$ cat src/rtl/dmaw_pkg.sv
package dmaw_pkg;

    localparam int WORD_W     = 32;
    localparam int SIZE_W     = 13;
    localparam int DESC_WORDS = 4;
    localparam int DESC_BYTES = DESC_WORDS * 4;

    localparam int OWN_BIT   = 31;
    localparam int CERR_BIT  = 30;
    localparam int RING_BIT  = 5;
    localparam int CHAIN_BIT = 4;
    localparam int FIRST_BIT = 3;
    localparam int LAST_BIT  = 2;
    localparam int NOIRQ_BIT = 1;

    typedef enum logic [3:0] {
        S_IDLE, S_FETCH, S_SEGMENT, S_MEM_RD, S_FIFO_PUT,
        S_FIFO_GET, S_MEM_WR, S_WBACK, S_ADVANCE, S_HALT, S_SRST
    } walk_state_e;

    typedef struct packed {
        logic              own;
        logic              card_err;
        logic              ring_end;
        logic              chained;
        logic              first;
        logic              last;
        logic              irq_off;
        logic [SIZE_W-1:0] size_a;
        logic [SIZE_W-1:0] size_b;
        logic [WORD_W-1:0] buf_a;
        logic [WORD_W-1:0] link;
    } desc_t;

endpackage

$ cat src/rtl/dmaw_desc_decode.sv
module dmaw_desc_decode
    import dmaw_pkg::*;
(
    input  logic [DESC_WORDS-1:0][WORD_W-1:0] words,
    output desc_t                             d
);
    always_comb begin
        d.own      = words[0][OWN_BIT];
        d.card_err = words[0][CERR_BIT];
        d.ring_end = words[0][RING_BIT];
        d.chained  = words[0][CHAIN_BIT];
        d.first    = words[0][FIRST_BIT];
        d.last     = words[0][LAST_BIT];
        d.irq_off  = words[0][NOIRQ_BIT];
        d.size_a   = words[1][SIZE_W-1:0];
        d.size_b   = words[1][2*SIZE_W-1:SIZE_W];
        d.buf_a    = words[2];
        d.link     = words[3];
    end
endmodule

$ cat src/rtl/dmaw_next_addr.sv
module dmaw_next_addr #(
    parameter int AW   = 32,
    parameter int STEP = 16
) (
    input  logic [AW-1:0] cur,
    input  logic [AW-1:0] link,
    input  logic [AW-1:0] base,
    input  logic          ring_end,
    input  logic          chained,
    output logic [AW-1:0] nxt
);
    localparam logic [AW-1:0] STRIDE = AW'(STEP);

    always_comb begin
        if (ring_end)     nxt = base;
        else if (chained) nxt = link;
        else              nxt = cur + STRIDE;
    end
endmodule

$ cat src/rtl/dmaw_seg_len.sv
module dmaw_seg_len #(
    parameter int SZW = 13,
    parameter int CW  = 15
) (
    input  logic [SZW-1:0] size_bytes,
    input  logic [CW-1:0]  budget,
    output logic [CW-1:0]  words
);
    localparam int SW   = SZW - 1;
    localparam int MW   = (SW > CW) ? SW : CW;

    logic [SZW:0]  rounded;
    logic [MW-1:0] need_w;
    logic [MW-1:0] have_w;
    logic [MW-1:0] pick;

    always_comb begin
        rounded = {1'b0, size_bytes} + (SZW+1)'(3);
        need_w  = MW'(rounded[SZW:2]);
        have_w  = MW'(budget);
        pick    = (need_w < have_w) ? need_w : have_w;
        words   = pick[CW-1:0];
    end
endmodule

$ cat src/rtl/dmaw_walker.sv
module dmaw_walker
    import dmaw_pkg::*;
#(
    parameter int AW  = 32,
    parameter int BCW = 16
) (
    input  logic              clk,
    input  logic              rst_n,
    input  logic              en,
    input  logic              start,
    input  logic              soft_rst,
    input  logic              to_card,
    input  logic [AW-1:0]     list_base,
    input  logic [BCW-1:0]    byte_count,
    output logic              mem_req,
    output logic              mem_we,
    output logic [AW-1:0]     mem_addr,
    output logic [WORD_W-1:0] mem_wdata,
    input  logic [WORD_W-1:0] mem_rdata,
    input  logic              mem_ack,
    output logic              tx_valid,
    output logic [WORD_W-1:0] tx_data,
    input  logic              tx_ready,
    input  logic              rx_valid,
    input  logic [WORD_W-1:0] rx_data,
    output logic              rx_ready,
    output logic              busy,
    output logic              desc_unavail,
    output logic              xfer_done,
    output logic              reset_busy
);
    localparam int WCW = BCW - 1;
    localparam logic [AW-1:0]     WSTEP    = AW'(4);
    localparam logic [WCW-1:0]    ONE_W    = WCW'(1);
    localparam logic [WORD_W-1:0] OWN_MASK = ~(WORD_W'(1) << OWN_BIT);

    walk_state_e state, nxt_state;

    logic [DESC_WORDS-1:0][WORD_W-1:0] dw_q;
    logic [AW-1:0]     desc_addr, base_q, ptr, nxt_desc, seg_base;
    logic [1:0]        widx, seg;
    logic [WCW-1:0]    seg_left, budget, seg_words;
    logic [SIZE_W-1:0] seg_size;
    logic [WORD_W-1:0] hold;
    logic              unavail_q, irq_q;
    logic [BCW:0]      bc_round;
    desc_t             d;

    dmaw_desc_decode u_dec (.words(dw_q), .d(d));

    dmaw_next_addr #(.AW(AW), .STEP(DESC_BYTES)) u_nxt (
        .cur(desc_addr), .link(d.link[AW-1:0]), .base(base_q),
        .ring_end(d.ring_end), .chained(d.chained), .nxt(nxt_desc)
    );

    always_comb begin
        seg_size = (seg == 2'd0) ? d.size_a : (d.chained ? '0 : d.size_b);
        seg_base = (seg == 2'd0) ? d.buf_a[AW-1:0] : d.link[AW-1:0];
        bc_round = {1'b0, byte_count} + (BCW+1)'(3);
    end

    dmaw_seg_len #(.SZW(SIZE_W), .CW(WCW)) u_len (
        .size_bytes(seg_size), .budget(budget), .words(seg_words)
    );

    // State register
    always_ff @(posedge clk or negedge rst_n) begin
        if (!rst_n) state <= S_IDLE;
        else        state <= nxt_state;
    end

    // Transitions
    always_comb begin
        nxt_state = state;
        unique case (state)
            S_IDLE:     if (start && en) nxt_state = S_FETCH;
            S_FETCH:    if (mem_ack) begin
                            if (widx == 2'd0 && !mem_rdata[OWN_BIT]) nxt_state = S_HALT;
                            else if (widx == 2'd3)                   nxt_state = S_SEGMENT;
                        end
            S_SEGMENT:  if (seg == 2'd2)          nxt_state = S_WBACK;
                        else if (seg_words != '0) nxt_state = to_card ? S_MEM_RD : S_FIFO_GET;
            S_MEM_RD:   if (mem_ack)  nxt_state = S_FIFO_PUT;
            S_FIFO_PUT: if (tx_ready) nxt_state = (seg_left == ONE_W) ? S_SEGMENT : S_MEM_RD;
            S_FIFO_GET: if (rx_valid) nxt_state = S_MEM_WR;
            S_MEM_WR:   if (mem_ack)  nxt_state = (seg_left == ONE_W) ? S_SEGMENT : S_FIFO_GET;
            S_WBACK:    if (mem_ack)  nxt_state = d.last ? S_IDLE : S_ADVANCE;
            S_ADVANCE:  nxt_state = S_FETCH;
            S_HALT:     if (start && en) nxt_state = S_FETCH;
            S_SRST:     nxt_state = S_IDLE;
            default:    nxt_state = S_IDLE;
        endcase
        if (soft_rst) nxt_state = S_SRST;
    end

    // Datapath
    always_ff @(posedge clk or negedge rst_n) begin
        if (!rst_n) begin
            dw_q      <= '0;
            desc_addr <= '0;
            base_q    <= '0;
            ptr       <= '0;
            widx      <= '0;
            seg       <= '0;
            seg_left  <= '0;
            budget    <= '0;
            hold      <= '0;
            unavail_q <= 1'b0;
            irq_q     <= 1'b0;
        end else if (soft_rst || state == S_SRST) begin
            widx      <= '0;
            seg       <= '0;
            unavail_q <= 1'b0;
            irq_q     <= 1'b0;
        end else begin
            unique case (state)
                S_IDLE: if (start && en) begin
                    desc_addr <= list_base;
                    base_q    <= list_base;
                    budget    <= bc_round[BCW:2];
                    widx      <= '0;
                    unavail_q <= 1'b0;
                    irq_q     <= 1'b0;
                end
                S_FETCH: if (mem_ack) begin
                    dw_q[widx] <= mem_rdata;
                    widx       <= widx + 2'd1;
                    seg        <= '0;
                    if (widx == 2'd0 && !mem_rdata[OWN_BIT]) unavail_q <= 1'b1;
                end
                S_SEGMENT: if (seg != 2'd2) begin
                    ptr      <= seg_base;
                    seg_left <= seg_words;
                    seg      <= seg + 2'd1;
                end
                S_MEM_RD: if (mem_ack) hold <= mem_rdata;
                S_FIFO_PUT: if (tx_ready) begin
                    ptr      <= ptr + WSTEP;
                    seg_left <= seg_left - ONE_W;
                    budget   <= budget - ONE_W;
                end
                S_FIFO_GET: if (rx_valid) hold <= rx_data;
                S_MEM_WR: if (mem_ack) begin
                    ptr      <= ptr + WSTEP;
                    seg_left <= seg_left - ONE_W;
                    budget   <= budget - ONE_W;
                end
                S_WBACK: if (mem_ack && !d.irq_off) irq_q <= 1'b1;
                S_ADVANCE: begin
                    desc_addr <= nxt_desc;
                    widx      <= '0;
                end
                S_HALT: if (start && en) begin
                    widx      <= '0;
                    unavail_q <= 1'b0;
                    irq_q     <= 1'b0;
                end
                default: ;
            endcase
        end
    end

    // Outputs
    always_comb begin
        mem_req   = 1'b0;
        mem_we    = 1'b0;
        mem_addr  = ptr;
        mem_wdata = hold;
        unique case (state)
            S_FETCH: begin
                mem_req  = 1'b1;
                mem_addr = desc_addr + {{(AW-4){1'b0}}, widx, 2'b00};
            end
            S_MEM_RD: mem_req = 1'b1;
            S_MEM_WR: begin
                mem_req = 1'b1;
                mem_we  = 1'b1;
            end
            S_WBACK: begin
                mem_req   = 1'b1;
                mem_we    = 1'b1;
                mem_addr  = desc_addr;
                mem_wdata = dw_q[0] & OWN_MASK;
            end
            default: ;
        endcase
        tx_valid     = (state == S_FIFO_PUT);
        tx_data      = hold;
        rx_ready     = (state == S_FIFO_GET);
        busy         = !(state inside {S_IDLE, S_HALT, S_SRST});
        reset_busy   = (state == S_SRST);
        desc_unavail = unavail_q;
        xfer_done    = irq_q;
    end

endmodule

$ cat config.mk
export PLATFORM = sky130hd
export DESIGN_NAME = dmaw_walker
export DESIGN_NICKNAME = d
export VERILOG_FILES = /design/src/rtl/dmaw_pkg.sv /design/src/rtl/dmaw_desc_decode.sv /design/src/rtl/dmaw_next_addr.sv /design/src/rtl/dmaw_seg_len.sv /design/src/rtl/dmaw_walker.sv
export SDC_FILE = /design/constraint.sdc
export NUM_CORES = 1
export LEC_CHECK = 0
export BUFFER_PORTS_ARGS = -buffer_cell sky130_fd_sc_hd__buf_4
export CAP_MARGIN = 20
export CORE_ASPECT_RATIO = 2
export CORE_UTILIZATION = 41
export CTS_BUF_LIST = sky130_fd_sc_hd__clkbuf_4
export DETAILED_ROUTE_END_ITERATION = 10
export PLACE_DENSITY = 0.59
export SLEW_MARGIN = 20
export SYNTH_ARGS = -nofsm -noshare
export SYNTH_HDL_FRONTEND = slang
export SYNTH_HIERARCHICAL = 1
export SYNTH_SLANG_ARGS = --single-unit
export TNS_END_PERCENT = 30
$ cat constraint.sdc
create_clock -name clk -period 7.55 [get_ports clk]
set_input_delay 1.1325 -clock clk [delete_from_list [all_inputs] [get_ports clk]]
set_output_delay 1.1325 -clock clk [all_outputs]
set_load 0.01 [all_outputs]
==> flow_summary_export.csv <==
group,metric,value,unit
placed_design,dp_worst_setup_slack,1790,ps
clock_network,ctsResizeCount,0,
drt,drt_iter0_markers,674,
floorplanning,fp-row-count,109,
worst_setup_path,worst_path_largest_cell_delay,600,ps
logic_synthesis,yosysWarnings,6,
layout,final-seq-area,7230,sq um
sta,rsz_0062_raised_after_global_routing,"false",
sta,period_share,0.752,
sta,worst_slack,1870,ps
worst_setup_path,worstSetupStartpointType,"flip-flop",
worst_setup_path,critPathTopFamily,"compound AO/OA/AOI/OAI gates",
pwr,leakagePower,9.51,nW
sta,tightest_slew,1090,ps
clock_network,clk_latency,790,ps
floorplanning,initial_utilization,0.415,
sta,totalNegativeSetupSlack,0,ps
clock_network,clock-sinks,289,
placed_design,dp_hpwl,45000,um
layout,stdcell_area,20700,sq um
pwr,p_per_area,345,nW/um^2
layout,number_of_standard_cells_in_the_final_layout_excluding_fillers,2637,
placed_design,placedInstanceArea,19800,sq um
layout,area_growth,12.6,%
floorplanning,vertical_die_dimension,301,um
layout,multiInputGateArea,9780,sq um
drt,finalWirelength,62300,um
sta,slew-limit-headroom,0.271,
layout,nets,2181,
worst_setup_path,worst_ep_required_time,8260,ps
clock_network,numCtsBuffers,72,
logic_synthesis,netlist_area_before_placement,18400,sq um
worst_setup_path,crit_path_frequent_cell,"nand2_1",
clock_network,clk_transition_reported_paths,70,ps
floorplanning,die_width,152,um
worst_setup_path,critPathCaptureType,"flip-flop",
flow_run,max_cap_viol,0,
worst_setup_path,cpMaxStageDelayCell,"buf_4",
worst_setup_path,timing.critical_path.fanout_max,50,
sta,fin_hold_ws,220,ps
layout,fin_util,0.468,
sta,timing.final.hold_violations,0,
grt,maximum_number_of_pins_on_one_net_before_global_route_repair,170,
drt,final_antenna_net_count,0,
sta,final_max_slew_viol_count,0,
clock_network,cts.path.max_buffers,3,
placed_design,portBuffers,224,
pwr,design_power_total,7.13,mW
layout,n_fill_cell,4319,
floorplanning,die_outline_area,45700,sq um
sta,period_needed,5680,ps
grt,via_count_of_the_first_global_routing_pass,15800,
status,run_status,"completed",
drt,detailedRoute.firstPassIterationCount,6,
sta,finalSetupViolCount,0,
drt,wirelength_per_cell,23.6,um
clock_network,clk_root_buffer_cell,"clkbuf_4",
logic_synthesis,syn_area_per_cell,9.55,sq um
grt,globalRouteTotalUtil,0.280,
worst_setup_path,worst-endpoint-arrival,6390,ps
placed_design,gp_congestion,0.878,
clock_network,clock_tree.htree_level_count,3,
worst_setup_path,cp.buffers_inverters,2,
grt,grt_remaining_overflow,0,
clock_network,post_cts_setup_repair_bufs,0,
drt,avgViaCountPerCell,5.91,
sta,skew,58.3,ps
worst_setup_path,cp_cell_sequence,"inv_1 -> ha_2 -> buf_4 -> a22o_1 -> o2111ai_1 -> nor2_1 -> and4_1 -> xor2_1 -> ha_1 -> nand2_1 -> or3_1 -> o22ai_2 -> mux2_2 -> nor4_1 -> nand2_1 -> o31ai_2 -> mux2i_1",
sta,timing.fmax,176,MHz
logic_synthesis,synth_cells,1922,
drt,num_vias,15600,
worst_setup_path,setup.worst_path.class,"flip-flop to flip-flop",
clock_network,cts_tree,"built",
grt,grt_antenna_before_repair,3,
layout,drive_gt1_frac,0.313,
placed_design,placed_cells_incl_taps,2515,
grt,global_route_wire_length_before_repair,94700,um
clock_network,cts.hold.buffers_added,0,
pwr,max_vdd_drop,0.000163,V
floorplanning,io_pins,225,
floorplanning,design.core.area,44200,sq um
drt,detail_route.drc_violations,0,
worst_hold_path,hp-class,"input pin to async pin",
placed cells by master (no fill, tap or decap), types with 5 or more instances in the layout:
master,n
or4_1,5
xnor2_1,19
and4_1,7
o22ai_1,19
o22a_1,7
nand2_1,235
o21ai_1,5
nor2b_1,16
nor4_1,18
nor2_1,105
a2bb2oi_1,6
a31oi_1,17
nor3b_1,8
clkbuf_4,99
inv_1,38
xor2_1,23
o311ai_0,8
a21oi_1,119
or3_1,10
or2_2,6
a22o_1,14
mux2_2,241
ha_1,23
clkinv_1,13
buf_4,251
nand4_1,30
o211ai_1,16
and2_1,7
nand3_1,54
a221o_1,15
o21ai_0,93
nor3_1,32
a22oi_1,18
nand2b_1,5
dfrtp_1,289
mux2i_1,70
o31ai_1,8
a211oi_1,8
and3_1,15
path summary, 6_finish.rpt:
path	startpoint	to	slack, ps	depth (start not counted)
setup / recovery	seg[0]	state[0]	1870	17
max in group asynchronous	rst_n	base_q[30]	5520	3
hold / removal	rst_n	budget[12]	220	1
setup reg to reg	seg[0]	state[0]	1870	17
min in group clk	dw_q[86]	dw_q[86]	510	1
hold reg to reg	dw_q[86]	dw_q[86]	510	1
worst reg2reg max path: stages (launching register included):
cell	delay (ps)
dfrtp_1	400
inv_1	90
ha_2	180
buf_4	600
a22o_1	390
o2111ai_1	290
nor2_1	320
and4_1	260
xor2_1	100
ha_1	290
nand2_1	60
or3_1	360
o22ai_2	530
mux2_2	440
nor4_1	370
nand2_1	160
o31ai_2	540
mux2i_1	260
registers in the layout, summed over array words and instances (netlist names):
signal,flops
desc_addr,32
seg_left,15
budget,15
state,4
xfer_done,1
tx_data,32
widx,2
dw_q,121
seg,2
ptr,32
base_q,32
desc_unavail,1
power breakdown:
group | switching [mW] | total (mW) | internal (mW)
combinational | 1.75 | 3.10 | 1.35
sequential | 0.664 | 2.69 | 2.03
clock | 0.666 | 1.34 | 0.672
total | 3.08 | 7.13 | 4.05
cell type report:
type                            instances  share of cell area
Multi-Input combinational cell       1379               0.473
Sequential cell                       289               0.350
Timing Repair Buffer                  254              0.0941
Clock buffer                           99              0.0359
Tap cell                              555              0.0336
Inverter                               39             0.00708
Clock inverter                         20             0.00641
Antenna cell                            2            0.000242
routing by layer:
metal	GRT usage	vias up	wire length, um
met3	0.0439	178	3320
met4	0.172	2	3990
met5	0	-	13
li1	-	7144	-
met1	0.297	7723	21900
met2	0.507	532	33100
Power figures use the tool's default switching activity.
